### src/rtl/srq_pkg.sv
package srq_pkg;

  // Strobes from control to datapath
  typedef struct packed {
    logic wrEn;     // write finish payload into entry wrIdx
    logic rdValid;  // commit request is live; drive payload of rdIdx
  } srq_strobe_t;

endpackage

### src/rtl/srq_datapath.sv
module srq_datapath
  import srq_pkg::*;
#(
  parameter int DEPTH  = 8,
  parameter int IDX_W  = 3,
  parameter int ADDR_W = 32,
  parameter int DATA_W = 64,
  parameter int MASK_W = DATA_W / 8
) (
  input  logic              clk,
  input  srq_strobe_t       strobes,
  input  logic [IDX_W-1:0]  wrIdx,
  input  logic [IDX_W-1:0]  rdIdx,
  input  logic [ADDR_W-1:0] wrAddr,
  input  logic [DATA_W-1:0] wrData,
  input  logic [MASK_W-1:0] wrMask,
  output logic [ADDR_W-1:0] rdAddr,
  output logic [DATA_W-1:0] rdData,
  output logic [MASK_W-1:0] rdMask
);

  logic [ADDR_W-1:0] addrMem [DEPTH];
  logic [DATA_W-1:0] dataMem [DEPTH];
  logic [MASK_W-1:0] maskMem [DEPTH];

  for (genvar i = 0; i < DEPTH; i++) begin : g_slot
    always_ff @(posedge clk) begin
      if (strobes.wrEn && (wrIdx == IDX_W'(i))) begin
        addrMem[i] <= wrAddr;
        dataMem[i] <= wrData;
        maskMem[i] <= wrMask;
      end
    end
  end

  always_comb begin
    if (strobes.rdValid) begin
      rdAddr = addrMem[rdIdx];
      rdData = dataMem[rdIdx];
      rdMask = maskMem[rdIdx];
    end else begin
      rdAddr = '0;
      rdData = '0;
      rdMask = '0;
    end
  end

endmodule

### src/rtl/srq_control.sv
module srq_control
  import srq_pkg::*;
#(
  parameter int DEPTH = 8,
  parameter int IDX_W = 3
) (
  input  logic             clk,
  input  logic             rst_n,
  input  logic             allocValid,
  output logic             allocReady,
  output logic [IDX_W-1:0] allocTag,
  input  logic             finValid,
  input  logic [IDX_W-1:0] finTag,
  input  logic             cmplValid,
  output logic             cmplReady,
  input  logic             flush,
  output logic             cwValid,
  input  logic             cwReady,
  output logic             queueFull,
  output logic             queueEmpty,
  output srq_strobe_t      strobes,
  output logic [IDX_W-1:0] wrIdx,
  output logic [IDX_W-1:0] rdIdx
);

  localparam int PW = IDX_W + 1;

  logic [PW-1:0] allocPtr, finPtr, cmplPtr, commitPtr;
  logic [PW-1:0] heldCnt, pendCnt;
  logic [IDX_W-1:0] finIdx, tagOff;
  logic [DEPTH-1:0] doneBits;
  logic finInRange, finAccept, advance, allocFire, cmplFire, commitFire;

  assign finIdx  = finPtr[IDX_W-1:0];
  assign heldCnt = allocPtr - commitPtr;
  assign pendCnt = allocPtr - finPtr;
  assign tagOff  = finTag - finIdx;

  assign queueFull  = (heldCnt == PW'(DEPTH));
  assign queueEmpty = (allocPtr == commitPtr);
  assign allocReady = !queueFull && !flush;
  assign allocTag   = allocPtr[IDX_W-1:0];
  assign cmplReady  = (cmplPtr != finPtr);
  assign cwValid    = (commitPtr != cmplPtr);

  assign finInRange = ({1'b0, tagOff} < pendCnt);
  assign finAccept  = finValid && !flush && finInRange;
  assign advance    = !flush && (finPtr != allocPtr) && doneBits[finIdx];
  assign allocFire  = allocValid && allocReady;
  assign cmplFire   = cmplValid && cmplReady && !flush;
  assign commitFire = cwValid && cwReady;

  // Per-entry finished flags for the unfinished region
  for (genvar i = 0; i < DEPTH; i++) begin : g_done
    always_ff @(posedge clk) begin
      if (!rst_n || flush) begin
        doneBits[i] <= 1'b0;
      end else if (advance && (finIdx == IDX_W'(i))) begin
        doneBits[i] <= 1'b0;
      end else if (finAccept && (finTag == IDX_W'(i))) begin
        doneBits[i] <= 1'b1;
      end
    end
  end

  always_ff @(posedge clk) begin
    if (!rst_n) begin
      allocPtr  <= '0;
      finPtr    <= '0;
      cmplPtr   <= '0;
      commitPtr <= '0;
    end else begin
      if (commitFire) commitPtr <= commitPtr + PW'(1);
      if (flush) begin
        allocPtr <= cmplPtr;
        finPtr   <= cmplPtr;
      end else begin
        if (allocFire) allocPtr <= allocPtr + PW'(1);
        if (advance)   finPtr   <= finPtr + PW'(1);
        if (cmplFire)  cmplPtr  <= cmplPtr + PW'(1);
      end
    end
  end

  assign strobes.wrEn    = finAccept;
  assign strobes.rdValid = cwValid;
  assign wrIdx = finTag;
  assign rdIdx = commitPtr[IDX_W-1:0];

endmodule

### src/rtl/store_ring_queue.sv
module store_ring_queue
  import srq_pkg::*;
#(
  parameter int DEPTH  = 8,
  parameter int ADDR_W = 32,
  parameter int DATA_W = 64,
  parameter int IDX_W  = $clog2(DEPTH),
  parameter int MASK_W = DATA_W / 8
) (
  input  logic              clk,
  input  logic              rst_n,
  input  logic              allocValid,
  output logic              allocReady,
  output logic [IDX_W-1:0]  allocTag,
  input  logic              finValid,
  input  logic [IDX_W-1:0]  finTag,
  input  logic [ADDR_W-1:0] finAddr,
  input  logic [DATA_W-1:0] finData,
  input  logic [MASK_W-1:0] finMask,
  input  logic              cmplValid,
  output logic              cmplReady,
  input  logic              flush,
  output logic              cwValid,
  input  logic              cwReady,
  output logic [ADDR_W-1:0] cwAddr,
  output logic [DATA_W-1:0] cwData,
  output logic [MASK_W-1:0] cwMask,
  output logic              queueFull,
  output logic              queueEmpty
);

  srq_strobe_t      strobes;
  logic [IDX_W-1:0] wrIdx, rdIdx;

  srq_control #(.DEPTH(DEPTH), .IDX_W(IDX_W)) u_ctrl (
    .clk(clk), .rst_n(rst_n),
    .allocValid(allocValid), .allocReady(allocReady), .allocTag(allocTag),
    .finValid(finValid), .finTag(finTag),
    .cmplValid(cmplValid), .cmplReady(cmplReady),
    .flush(flush),
    .cwValid(cwValid), .cwReady(cwReady),
    .queueFull(queueFull), .queueEmpty(queueEmpty),
    .strobes(strobes), .wrIdx(wrIdx), .rdIdx(rdIdx)
  );

  srq_datapath #(
    .DEPTH(DEPTH), .IDX_W(IDX_W), .ADDR_W(ADDR_W), .DATA_W(DATA_W), .MASK_W(MASK_W)
  ) u_data (
    .clk(clk), .strobes(strobes), .wrIdx(wrIdx), .rdIdx(rdIdx),
    .wrAddr(finAddr), .wrData(finData), .wrMask(finMask),
    .rdAddr(cwAddr), .rdData(cwData), .rdMask(cwMask)
  );

endmodule

### config.mk
export PLATFORM = sky130hd
export DESIGN_NAME = store_ring_queue
export DESIGN_NICKNAME = d
export VERILOG_FILES = /design/src/rtl/srq_pkg.sv /design/src/rtl/srq_datapath.sv /design/src/rtl/srq_control.sv /design/src/rtl/store_ring_queue.sv
export SDC_FILE = /design/constraint.sdc
export NUM_CORES = 1
export LEC_CHECK = 0
export ABC_AREA = 1
export BUFFER_PORTS_ARGS = -buffer_cell sky130_fd_sc_hd__buf_2
export CORE_ASPECT_RATIO = 1.75
export CORE_UTILIZATION = 30
export DETAILED_ROUTE_END_ITERATION = 8
export PLACE_DENSITY = 0.5
export SLEW_MARGIN = 15
export SYNTH_ARGS = -nofsm -noshare
export SYNTH_HDL_FRONTEND = slang
export SYNTH_HIERARCHICAL = 1
export SYNTH_SLANG_ARGS = --single-unit
### constraint.sdc
create_clock -name clk -period 23.2 [get_ports clk]
set_clock_uncertainty 0.2 [all_clocks]
set_input_delay 4.64 -clock clk [delete_from_list [all_inputs] [get_ports clk]]
set_output_delay 4.64 -clock clk [all_outputs]
set_load 0.02 [all_outputs]
### Word-level counts from Yosys, hierarchy flattened

Memory sizes are Yosys's and may differ from the RTL's. A register that Yosys moved wholly into a read port is not among the register bits.
Index checks and enable logic that the tools add are counted.

| storage, ports and cells | value |
|---|---|
| register bits after elaboration | 24 |
| RAM bits | 832 |
| input bits | 114 |
| output and inout port bits | 112 |
| word-level logic and storage cells | 201 |
| memories | 3 |

Memories:

| name | words | width | read ports | clocked after Yosys merged registers in | wr ports | line | text |
|---|---|---|---|---|---|---|---|
| u_data.dataMem | 8 | 64 | 1 | 1 | 1 | srq_datapath.sv:23 | `logic [DATA_W-1:0] dataMem [DEPTH];` |
| u_data.addrMem | 8 | 32 | 1 | 1 | 1 | srq_datapath.sv:22 | `logic [ADDR_W-1:0] addrMem [DEPTH];` |
| u_data.maskMem | 8 | 8 | 1 | 1 | 1 | srq_datapath.sv:24 | `logic [MASK_W-1:0] maskMem [DEPTH];` |

| cells by class | value |
|---|---|
| add/subtract/negate cells | 7 |
| $lt $le $gt $ge | 2 |
| equal/unequal tests | 19 |
| mux-type cells | 94 |
| bitwise operators | 1 |
| reduce and logical (&&, ||, !) cells | 63 |

Operators by type and width:

| operator | number |
|---|---|
| $mux W64 | 8 |
| $reduce_or A64 Y1 | 7 |
| $mux W32 | 8 |
| $reduce_or A32 Y1 | 7 |
| $mux W3 | 27 |
| $mux W8 | 8 |
| $reduce_or A8 Y1 | 7 |
| $mux W1 | 38 |
| $logic_and A1 B1 Y1 | 25 |
| $eq A3 B3 Y1 const B | 8 |
| $add A4 B1 Y4 const B | 4 |
| $mux W4 | 4 |
| $reduce_or A2 Y1 | 8 |
| $eq A3 B2 Y1 const B | 4 |
| $ne A4 B4 Y1 | 3 |
| $sub A4 B4 Y4 | 2 |
| $eq A3 B1 Y1 const B | 2 |
| $logic_not A3 Y1 | 2 |
| $eq A4 B4 Y1 | 1 |
| $eq A4 B4 Y1 const B | 1 |
| $lt A3 B4 Y1 | 1 |
| $lt A3 B4 Y1 const B | 1 |
| $reduce_bool A2 Y1 | 2 |
| $bmux W1 S3 | 1 |
| other kinds (5) | 7 |

### Longest topological paths before layout

Gate-level depths: netlist of the first run.

| logic depth | value |
|---|---|
| word-level depth | 14 |
| gate-level depth with buffers | 14 |
| depth with buffers taken out | 14 |

### By module

The synthesis of the first run kept the hierarchy.

By module, submodules not included:

| module | times used | cells each | area an instance (um2) | seq. area each (um2) |
|---|---|---|---|---|
| srq_datapath | 1 | 3623 | 36217.2 | 24984.0 |
| srq_control | 1 | 301 | 2016.9 | 480.5 |

### Least setup slack after synthesis of the first run

Ideal clock, no wire load.

| path | value |
|---|---|
| path type | input -> register |
| start point | input port finTag[0] |
| end point | memory u_data.addrMem[7][0], enable pin |
| library setup time | 0.569 ns |
| arrival | 10.791 ns |
| required time | 22.431 ns |
| slack | 11.640 ns |
| cell stages on the path | 13 |
| buffers on the path | 1 |
| cells stage by stage | inv_1 ha_1 fa_1 xnor2_1 xor2_1 inv_1 ha_1 inv_1 o21bai_1 a21boi_2 buf_4 nand2_1 nor2_1 |

| on the way | value |
|---|---|
| word-level cells in the longest chain between the ends | 14 |
| elaborated cells between the ends (all ways) | 56 |
| those cells by class | add/sub: 1; order compare: 1; eq/ne: 7; mux: 30; reduce/logical: 17 |

RTL lines:

| what | line | text |
|---|---|---|
| start: declaration | store_ring_queue.sv:16 | `input logic [IDX_W-1:0] finTag,` |
| $sub A3 B3 Y3 * | srq_control.sv:37 | `assign tagOff = finTag - finIdx;` |
| $lt A3 B4 Y1 * | srq_control.sv:46 | `assign finInRange = ({1'b0, tagOff} < pendCnt);` |
| $logic_and A1 B1 Y1 * | srq_control.sv:47 | `assign finAccept = finValid && !flush && finInRange;` |
| named net u_ctrl.finAccept | srq_control.sv:32 | `logic finInRange, finAccept, advance, allocFire, cmplFire, commitFire;` |
| $logic_and A1 B1 Y1 | srq_datapath.sv:28 | `if (strobes.wrEn && (wrIdx == IDX_W'(i))) begin` |
| $mux W1 | srq_datapath.sv:28 |  |
| $mux W1 (implied by the code) | srq_datapath.sv:29 | `addrMem[i] <= wrAddr;` |
| $reduce_or A32 Y1 (no source line) | n/a |  |
| $mux W3 (no source line) / $mux W1 (equally long branches) (7 in a row) | n/a |  |
| end: declaration | srq_datapath.sv:22 |  |

The timed path passes the listed nets; every way through them passes the cells marked *.

### Worst setup path in the final report of the first run

| path | value |
|---|---|
| start point | input port flush |
| end point | output port allocReady |

| on the way | value |
|---|---|
| word-level cells in the longest chain between the ends | 2 |

RTL lines:

| what | line | text |
|---|---|---|
| start: declaration | store_ring_queue.sv:22 | `input logic flush,` |
| $logic_not A1 Y1 | srq_control.sv:41 | `assign allocReady = !queueFull && !flush;` |
| $logic_and A1 B1 Y1 | srq_control.sv:41 |  |
| end: declaration | store_ring_queue.sv:13 | `output logic allocReady,` |

No other way between the ends.

==> results.json, run 1 <==
{
  "status": "finished clean",
  "cp.required_ps": 18360,
  "synth_area_mm2": 0.03823,
  "powerDensity_mw_per_mm2": 91.71,
  "syn-instance-count": 3924,
  "gp_congestion": 0.7825,
  "port-buffer-count": 225,
  "period_needed_ps": 10380,
  "reg2reg_slack_ps": 17820,
  "fp.dieW_um": 271.9,
  "ys_warn_count": 6,
  "clkPwrFrac_pct": 33.9,
  "ys_ff_latch": 856,
  "wirelength_um": 98030,
  "syn2layout_area_growth_pct": 14.15,
  "route.detailed.drc": 0,
  "yosysTopAreaCell": "edfxtp_1",
  "maxCapViolCount": 0,
  "synth_area_leaders": "edfxtp_1, nand2_1, inv_1",
  "worstPathCellList": "buf_2 > inv_1 > nand2_1 > inv_1 > buf_2",
  "globalRouteOverflowTotal": 0,
  "max_slew.worst_pin.slew_ps": 1225,
  "start_util_pct": 30.37,
  "cts_buffer_depth": 3,
  "clock.fmax_mhz": 96.35,
  "critPathLaunchType": "input pin",
  "hold_start": "u_ctrl/doneBits[4]",
  "place_ws_ps": 12820,
  "slew_headroom_pct": 18.33,
  "ctsHtreeMaxLevel": 3,
  "worstHoldPathCells": 2,
  "worst_path_max_delay_cell": "inv_1",
  "mostFrequentLayoutCells": "nand2_1, inv_1, edfxtp_1",
  "io_pins": 226,
  "clk_pin_slew_ps": 60,
  "fp.coreArea_mm2": 0.1259,
  "critical_path.max_fanout": 15,
  "clock-sinks": 856,
  "row_count": 172,
  "ys_seq_area_share_pct": 66.60,
  "whs_ps": 253.2,
  "track_usage_pct": 15.28,
  "gr-usage-met1_pct": 18.83,
  "ant_nets": 0,
  "layout_commonest_cell": "nand2_1",
  "antenna_found_initial": 23,
  "met3_usage_pct": 3.634,
  "first_global_vias": 25050,
  "cts_hold_buf": 0,
  "rsz0062_at_grt": "false",
  "die_area_mm2": 0.1289,
  "critical_path_arrival_ps": 5540,
  "r2r-start": "u_ctrl/finPtr[0]",
  "num_vias": 25350,
  "syn_avg_cell_area_um2": 9.744,
  "nets": 4211,
  "fill_cells": 12600,
  "grt_first_pass_wirelength_um": 150000,
  "top_usage_layer": "met2",
  "path_buf_inv": 4,
  "drv_slew": 0,
  "cp.depth": 5,
  "final.period_utilization_pct": 44.74,
  "hold_viol": 0,
  "use_met2_pct": 26.60,
  "cts-root-buf": "clkbuf_16",
  "clk_latency_ps": 680,
  "p_int_uw": 2725,
  "tns_ps": 0,
  "firstDrtPassIters": 5,
  "cpPeakStageDelay_ps": 370,
  "p_comb_share_pct": 22.6,
  "critical-path-top-delay-family": "buffers and inverters",
  "cts_resized": 0,
  "cts_tree": "built",
  "final_layout_size_suffix_gt1_share_pct": 9.788,
  "switching_share_pct": 31.92,
  "syn_nets": 4058,
  "wire_per_inst_um": 16.89,
  "end_kind": "primary output",
  "switching_power_uw": 1278,
  "grt_max_degree": 191,
  "startpoint": "flush",
  "setup_ws_ps": 12820,
  "dp_hpwl_um": 53300,
  "crit_type": "input pin to primary output",
  "synth_top_area_share_pct": 65.34,
  "die_y_um": 474.3,
  "finalPower_uw": 4003,
  "drtIter0Drc": 1518,
  "cts_buffers": 87,
  "ir_drop_uv": 56.21,
  "min_path_type": "flip-flop to flip-flop",
  "p_seq_share_pct": 43.5,
  "yosys.cell_types.count": 28,
  "p_leak_uw": 0.01921,
  "via_per_inst": 4.368,
  "post_cts_buffers": 0,
  "setup_viol": 0,
  "r2r_cells": 12
}
cells by family (layout without fill, tap and decap cells):
family	after synthesis	after routing	share of synthesized area, %
flip-flops	856	856	66.60
AO/OA/AOI/OAI	41	41	0.5989
adder cells (fa/ha/maj)	20	20	0.6938
AND/OR/NAND/NOR	1912	1912	20.67
other	0	2	0
buffers and inverters	1078	1302	11.03
XOR/XNOR	17	17	0.4091
synth_stat cells:
master	number
nand2_2	4
a21boi_2	1
inv_2	7
o21ai_1	8
dfxtp_1	24
nor3_1	11
nand4_1	2
buf_2	85
o21bai_1	1
nor2_1	231
a21oi_2	1
nand3_2	2
inv_1	879
fa_1	2
nand3_1	547
a21oi_1	20
ha_1	18
buf_1	24
xnor2_1	3
xnor2_2	1
clkbuf_1	67
edfxtp_1	832
buf_4	15
nand2_1	1115
buf_6	1
o21ai_0	9
xor2_1	13
a21oi_4	1
power groups by stage:
| stage | Combinational [uW] | Sequential, uW | Clock (uW) |
|---|---|---|---|
| 5_1_grt | 1020 | 1740 | 1460 |
| 3_3_place_gp | 924 | 1770 | 0 |
| 3_5_place_dp | 929 | 1770 | 0 |
| 2_1_floorplan | 607 | 1760 | 0 |
| 4_1_cts | 931 | 1740 | 1400 |
| 6_report | 905 | 1740 | 1360 |
state kept, by name, indices dropped and copies added (netlist names):
| name | flops |
|---|---|
| u_data/dataMem | 512 |
| u_data/addrMem | 256 |
| u_data/maskMem | 64 |
| u_ctrl/doneBits | 8 |
| u_ctrl/allocPtr | 4 |
| u_ctrl/cmplPtr | 4 |
| u_ctrl/commitPtr | 4 |
| u_ctrl/finPtr | 4 |
metal layers:
layer	wire, um	vias up
met5	187	-
met4	1664	30
met3	5999	143
met2	48370	507
met1	41810	12090
li1	-	12580
worst reg2reg max path: stages, from the launching register on:
cell and delay, ps:
dfxtp_1 740, ha_1 270, inv_1 70, fa_1 470, inv_1 60, ha_1 280, a21oi_1 160, o21bai_1 120
a21boi_2 250, nand2_1 280, nor2_4 540, buf_4 820, buf_4 710
stage by stage:
| step | instances | instance area [um2] | util (%) |
|---|---|---|---|
| after floorplan | 3924 | 38230 | - |
| after global placement | 5641 | 40910 | 32.50 |
| after detailed placement | 5641 | 40910 | 32.50 |
| after CTS | 5801 | 43640 | 34.66 |
| after global routing | 5801 | 43640 | 34.66 |
| final | 5803 | 43650 | 34.67 |
cell type report:
type                       instances  area (um2)  area share (%)
clock inverter                    47       410.4          0.9403
multi-input combinational       1990        8621           19.75
sequential                       856       25480           58.37
timing repair buffer             256        1409           3.228
clock buffer                     113        2316           5.306
inverter                         886        3341           7.654
antenna                            2       5.005         0.01147
tap                             1653        2068           4.739
final timing paths:
kind	end
min	u_ctrl/doneBits[4]
min reg2reg	u_ctrl/doneBits[4]
max	allocReady
max reg2reg	u_data/dataMem[0][61]
(Power assumes the default switching activity.)
==> run 2: changes to the inputs <==
--- a/config.mk
+++ b/config.mk
@@ -5,12 +5,12 @@
 export SDC_FILE = /design/constraint.sdc
 export NUM_CORES = 1
 export LEC_CHECK = 0
-export ABC_AREA = 1
+export ABC_AREA = 0
 export BUFFER_PORTS_ARGS = -buffer_cell sky130_fd_sc_hd__buf_2
 export CORE_ASPECT_RATIO = 1.75
 export CORE_UTILIZATION = 30
 export DETAILED_ROUTE_END_ITERATION = 8
-export PLACE_DENSITY = 0.5
+export PLACE_DENSITY = 0.52
 export SLEW_MARGIN = 15
 export SYNTH_ARGS = -nofsm -noshare
 export SYNTH_HDL_FRONTEND = slang
==> constraint.sdc (replaced) <==
create_clock -name clk -period 9.45 [get_ports clk]
set_clock_uncertainty 0.2 [all_clocks]
set_input_delay 1.89 -clock clk [delete_from_list [all_inputs] [get_ports clk]]
set_output_delay 1.89 -clock clk [all_outputs]
set_load 0.02 [all_outputs]
==> results.json, run 2 <==
{
  "via_per_inst": 4.775,
  "globalRouteOverflowTotal": 0,
  "ys_ff_latch": 856,
  "fp.dieW_um": 257.5,
  "yosys.cell_types.count": 51,
  "drtIter0Drc": 865,
  "syn-instance-count": 1779,
  "final.period_utilization_pct": 68.20,
  "place_ws_ps": 2792,
  "syn2layout_area_growth_pct": 15.12,
  "cts_resized": 0,
  "clock-sinks": 856,
  "critical_path_arrival_ps": 4350,
  "synth_edf_count": 832,
  "cp.required_ps": 7360,
  "slew_headroom_pct": 22.69,
  "cts-root-buf": "clkbuf_16",
  "post_cts_buffers": 0,
  "rsz0062_at_grt": "false",
  "top_register": "u_data/dataMem",
  "synth_compound_area_share_pct": 6.003,
  "layout_commonest_cell": "edfxtp_1",
  "ant_nets": 0,
  "yosysTopAreaCell": "edfxtp_1",
  "cts_buffers": 79,
  "num_vias": 16960,
  "cts_hold_buf": 0,
  "path_buf_inv": 5,
  "cpPeakStageDelay_ps": 540,
  "critical-path-top-delay-family": "buffers and inverters",
  "cts_tree": "built",
  "hold_viol": 0,
  "tns_ps": 0,
  "critPathLaunchType": "flip-flop",
  "die_y_um": 449.1,
  "period_needed_ps": 6444,
  "route.detailed.drc": 0,
  "max_slew.worst_pin.slew_ps": 1160,
  "dp_hpwl_um": 45950,
  "synth.area.mux_share_pct": 13.57,
  "crit_path_frequent_cell": "buf_12",
  "critical_path.max_fanout": 138,
  "min_path_type": "flip-flop to flip-flop",
  "status": "finished clean",
  "io_pins": 226,
  "gp_congestion": 0.7575,
  "largest_registers": "u_data/dataMem (512), u_data/addrMem (256), u_data/maskMem (64)",
  "ys_top_cells_by_count": "edfxtp_1, inv_1, o21ai_0",
  "maxCapViolCount": 0,
  "p_leak_uw": 0.01263,
  "worstPathCellList": "buf_12 > buf_12 > buf_16 > mux4_2 > inv_1 > a221oi_1 > buf_2",
  "synth_top_area_share_pct": 72.92,
  "wire_per_inst_um": 22.46,
  "fill_cells": 10670,
  "end_kind": "primary output",
  "fp.coreArea_mm2": 0.1130,
  "setup_ws_ps": 3006,
  "cts_buffer_depth": 3,
  "synth-async-reset-ratio_pct": 0,
  "ir_drop_uv": 110.4,
  "crit_type": "flip-flop to primary output",
  "finalPower_uw": 7874,
  "grt_first_pass_wirelength_um": 119600,
  "syn_nets": 1913,
  "synth_simple_gate_area_share_pct": 1.227,
  "synth.most_common_cell": "edfxtp_1",
  "synth_top_family_by_area": "multiplexers",
  "worst_path_max_delay_cell": "a221oi_1",
  "synth_xor_area_share_pct": 0.6317,
  "first_global_vias": 18470,
  "clock.fmax_mhz": 155.2,
  "grt_max_degree": 175,
  "syn_avg_cell_area_um2": 19.26,
  "row_count": 163,
  "synth_fa_ha_area_share_pct": 0.7741,
  "clk_latency_ps": 640,
  "synth_area_leaders": "edfxtp_1, mux4_2, mux2_2",
  "nets": 2135,
  "antenna_found_initial": 30,
  "wirelength_um": 79770,
  "synth_area_mm2": 0.03426,
  "die_area_mm2": 0.1156,
  "synth_top_flop_cell": "edfxtp_1",
  "clk_pin_slew_ps": 60,
  "port-buffer-count": 225,
  "final_layout_size_suffix_gt1_share_pct": 31.17,
  "mostFrequentLayoutCells": "edfxtp_1, buf_2, inv_1",
  "drv_slew": 0,
  "ctsHtreeMaxLevel": 3,
  "powerDensity_mw_per_mm2": 199.6,
  "ys_warn_count": 6,
  "firstDrtPassIters": 4,
  "start_util_pct": 30.33,
  "largest_register_ffs": 512,
  "ys_seq_area_share_pct": 74.32,
  "setup_viol": 0,
  "track_usage_pct": 13.82
}
[run 2: changes by cell type after synthesis, moves of 28 or more]
cell	change
mux2i_1	+109
clkbuf_1	-28
nand2_1	-1100
buf_2	-57
o21ai_0	+104
mux2_2	+106
a221oi_2	+49
mux4_2	+105
nor2_1	-219
nand3_1	-543
inv_1	-755
a221oi_1	+63
[run 2: logic make-up after synthesis]
group                      count (synthesis)
and+or+nand+nor                           73
AOI/OAI and AO/OA                        252
xor gates and xnor gates                  23
adders and majority gates                 20
DFF                                      856
buffers and inverters                    235
muxes                                    320
[run 2: where the power goes]
group	leakage, uW	total [uW]	switching (uW)	internal (uW)
clock	0.00125	3170	1370	1810
combinational	0.00368	470	342	129
sequential	0.00770	4230	18.4	4210
[run 2: worst min-delay path, cell delays in order, from the launching register on]
cell and delay (ps):
dfxtp_1 310, inv_1 50, a221oi_1 60
[run 2: worst paths after layout]
| check | startpoint | endpoint | slack [ps] | cells past startpoint |
|---|---|---|---|---|
| max | u_ctrl/commitPtr[2] | cwData[13] | 3010 | 7 |
| min | u_ctrl/doneBits[1] | u_ctrl/doneBits[1] | 270 | 2 |
| max reg2reg | u_ctrl/finPtr[1] | u_data/dataMem[3][46] | 4210 | 11 |
| min reg2reg | u_ctrl/doneBits[1] | u_ctrl/doneBits[1] | 270 | 2 |
[run 2: per-layer routing]
layer  wire, um  track usage [%]  share of wire (%)  vias to the layer above
li1           -                -                  -                     7579
met1      33030            16.82                 41                     8835
met2      40560            23.82                 51                      374
met3       4310            3.553                5.4                      131
met4       1623            4.207                2.0                       38
met5        235                0               0.29                        -
[run 2: metrics by stage]
step,util [%],cell area [um2],hold WS (ps),instances
after global routing,34.91,39440,289.3,3549
after global placement,32.62,36860,259.5,3404
after detailed placement,32.62,36860,260.5,3404
after CTS,34.88,39410,272.2,3547
final,34.91,39440,274.1,3551
after floorplan,-,34270,245.5,1779
[run 2: area by class of cell]
type | instances | area (um2) | area share (%)
antenna | 3 | 7.507 | 0.01903
clock buffer | 97 | 2140 | 5.424
clock inverter | 46 | 412.9 | 1.047
inverter | 124 | 465.4 | 1.180
multi-input combinational | 688 | 7686 | 19.49
sequential | 856 | 25480 | 64.59
tap | 1485 | 1858 | 4.711
timing repair buffer | 252 | 1399 | 3.546
==> run 3: changes to the inputs <==
--- a/config.mk
+++ b/config.mk
@@ -10,7 +10,7 @@
 export CORE_ASPECT_RATIO = 1.75
 export CORE_UTILIZATION = 30
 export DETAILED_ROUTE_END_ITERATION = 8
-export PLACE_DENSITY = 0.52
+export PLACE_DENSITY = 0.5
 export SLEW_MARGIN = 15
 export SYNTH_ARGS = -nofsm -noshare
 export SYNTH_HDL_FRONTEND = slang
==> constraint.sdc (replaced) <==
create_clock -name clk -period 6.5 [get_ports clk]
set_clock_uncertainty 0.2 [all_clocks]
set_input_delay 1.3 -clock clk [delete_from_list [all_inputs] [get_ports clk]]
set_output_delay 1.3 -clock clk [all_outputs]
set_load 0.02 [all_outputs]
==> results.json, run 3 (synthesis gave the netlist of run 2 again) <==
{
  "p_leak_uw": 0.01273,
  "fp.dieW_um": 257.5,
  "end_kind": "primary output",
  "cts_buffers": 86,
  "ir_drop_uv": 187.1,
  "critical-path-top-delay-family": "buffers and inverters",
  "worstPathCellList": "buf_4 > mux4_2 > inv_1 > a221oi_1 > buf_2",
  "hold_viol": 0,
  "num_vias": 16940,
  "ctsHtreeMaxLevel": 3,
  "cts_tree": "built",
  "worst_path_max_delay_cell": "dfxtp_4",
  "row_count": 163,
  "p_seq_share_pct": 52.5,
  "drtIter0Drc": 910,
  "die_y_um": 449.1,
  "io_pins": 226,
  "cpPeakStageDelay_ps": 910,
  "cp.required_ps": 5000,
  "final.period_utilization_pct": 77.93,
  "slew_headroom_pct": 28.14,
  "fp.coreArea_mm2": 0.1130,
  "switching_share_pct": 21.44,
  "setup_ws_ps": 1435,
  "maxCapViolCount": 0,
  "cts_resized": 0,
  "clk_pin_slew_ps": 60,
  "critical_path_arrival_ps": 3570,
  "syn2layout_area_growth_pct": 15.96,
  "ant_nets": 0,
  "clock-sinks": 856,
  "p_comb_share_pct": 5.9,
  "cts-root-buf": "clkbuf_16",
  "antenna_found_initial": 19,
  "cts_buffer_depth": 3,
  "first_global_vias": 18000,
  "gp_congestion": 0.7832,
  "port-buffer-count": 225,
  "rsz0062_at_grt": "false",
  "globalRouteOverflowTotal": 0,
  "clock.fmax_mhz": 197.4,
  "route.detailed.drc": 0,
  "die_area_mm2": 0.1156,
  "layout_commonest_cell": "edfxtp_1",
  "tns_ps": 0,
  "setup_viol": 0,
  "nets": 2141,
  "clkPwrFrac_pct": 41.6,
  "clk_latency_ps": 630,
  "mostFrequentLayoutCells": "edfxtp_1, buf_2, inv_1",
  "status": "finished clean",
  "wirelength_um": 81400,
  "grt_max_degree": 105,
  "grt_first_pass_wirelength_um": 121000,
  "via_per_inst": 4.756,
  "cts_hold_buf": 0,
  "max_slew.worst_pin.slew_ps": 1078,
  "fill_cells": 10730,
  "post_cts_buffers": 0,
  "crit_type": "flip-flop to primary output",
  "register_area_mm2": 0.02548,
  "path_buf_inv": 3,
  "largest_register_ffs": 512,
  "switching_power_uw": 2514,
  "min_path_type": "flip-flop to flip-flop",
  "start_util_pct": 30.33,
  "p_int_uw": 9212,
  "critical_path.max_fanout": 52,
  "multi_input_area_mm2": 0.007686,
  "top_register": "u_data/dataMem",
  "track_usage_pct": 14.01,
  "powerDensity_mw_per_mm2": 295.1,
  "wire_per_inst_um": 22.86,
  "final_layout_size_suffix_gt1_share_pct": 30.95,
  "dp_hpwl_um": 48390,
  "critPathLaunchType": "flip-flop",
  "place_ws_ps": 1244,
  "drv_slew": 0,
  "period_needed_ps": 5065,
  "largest_registers": "u_data/dataMem (512), u_data/addrMem (256), u_data/maskMem (64)",
  "firstDrtPassIters": 5
}
## run 3: changes by cell type in the layout (fill, tap and decap cells not counted), moves of 2 or more
cell       previous run  this run
buf_12                4        13
buf_4                22        13
clkbuf_1             13        22
clkbuf_16            83        89
inv_6                 4         0
bufinv_16             7        10
clkinv_1             18        21
clkinv_2             13        11
## run 3: power by group through the flow
stage	registers (uW)	logic [uW]	clock network (uW)
4_1_cts	6160	714	5030
3_3_place_gp	6270	702	0
2_1_floorplan	6270	383	0
5_1_grt	6160	752	5220
6_report	6160	687	4880
3_5_place_dp	6280	712	0
## run 3: layout make-up
type,instances,area share [%]
clock inverter,44,1.130
tap,1485,4.676
inverter,124,1.171
clock buffer,111,5.813
multi-input combinational,688,19.34
timing repair buffer,251,3.735
sequential,856,64.12
antenna,2,0.01260
## run 3: path summary, 6_finish.rpt
kind | depth (start not counted) | from | to | slack (ps)
worst max register to register | 12 | u_ctrl/finPtr[0] | u_data/addrMem[4][21] | 2030
worst min-delay path | 2 | u_ctrl/doneBits[3] | u_ctrl/doneBits[3] | 270
worst max-delay path | 5 | u_ctrl/commitPtr[2] | cwData[3] | 1430
worst min register to register | 2 | u_ctrl/doneBits[3] | u_ctrl/doneBits[3] | 270
## run 3: metrics by stage
step / util, % / hold slack, ps / instances / power, uW / instance area [um2]
final: 35.17 / 273.3 / 3561 / 11730 / 39730
after global routing: 35.17 / 295.4 / 3561 / 12130 / 39730
after CTS: 35.16 / 277.6 / 3559 / 11910 / 39730
after detailed placement: 32.72 / 268.3 / 3404 / 6987 / 36970
after global placement: 32.72 / 258.7 / 3404 / 6973 / 36970
after floorplan: - / 245.5 / 1779 / 6650 / 34300
## run 3: tightest hold or removal path: cells and delay by family (launching register included)
| family | cells | cell delay, ps |
|---|---|---|
| DFF | 1 | 310 |
| AOI/OAI and AO/OA | 1 | 60 |
| buffers and inverters | 1 | 50 |
## run 3: metal layers
layer | vias to the layer above | share of wire (%) | wire [um] | global-route usage, %
met5 | - | 0.20 | 161 | 0
met4 | 24 | 1.8 | 1491 | 3.883
met3 | 122 | 4.8 | 3883 | 3.006
met2 | 348 | 53 | 43350 | 25.18
met1 | 8848 | 40 | 32520 | 16.69
li1 | 7593 | - | - | -
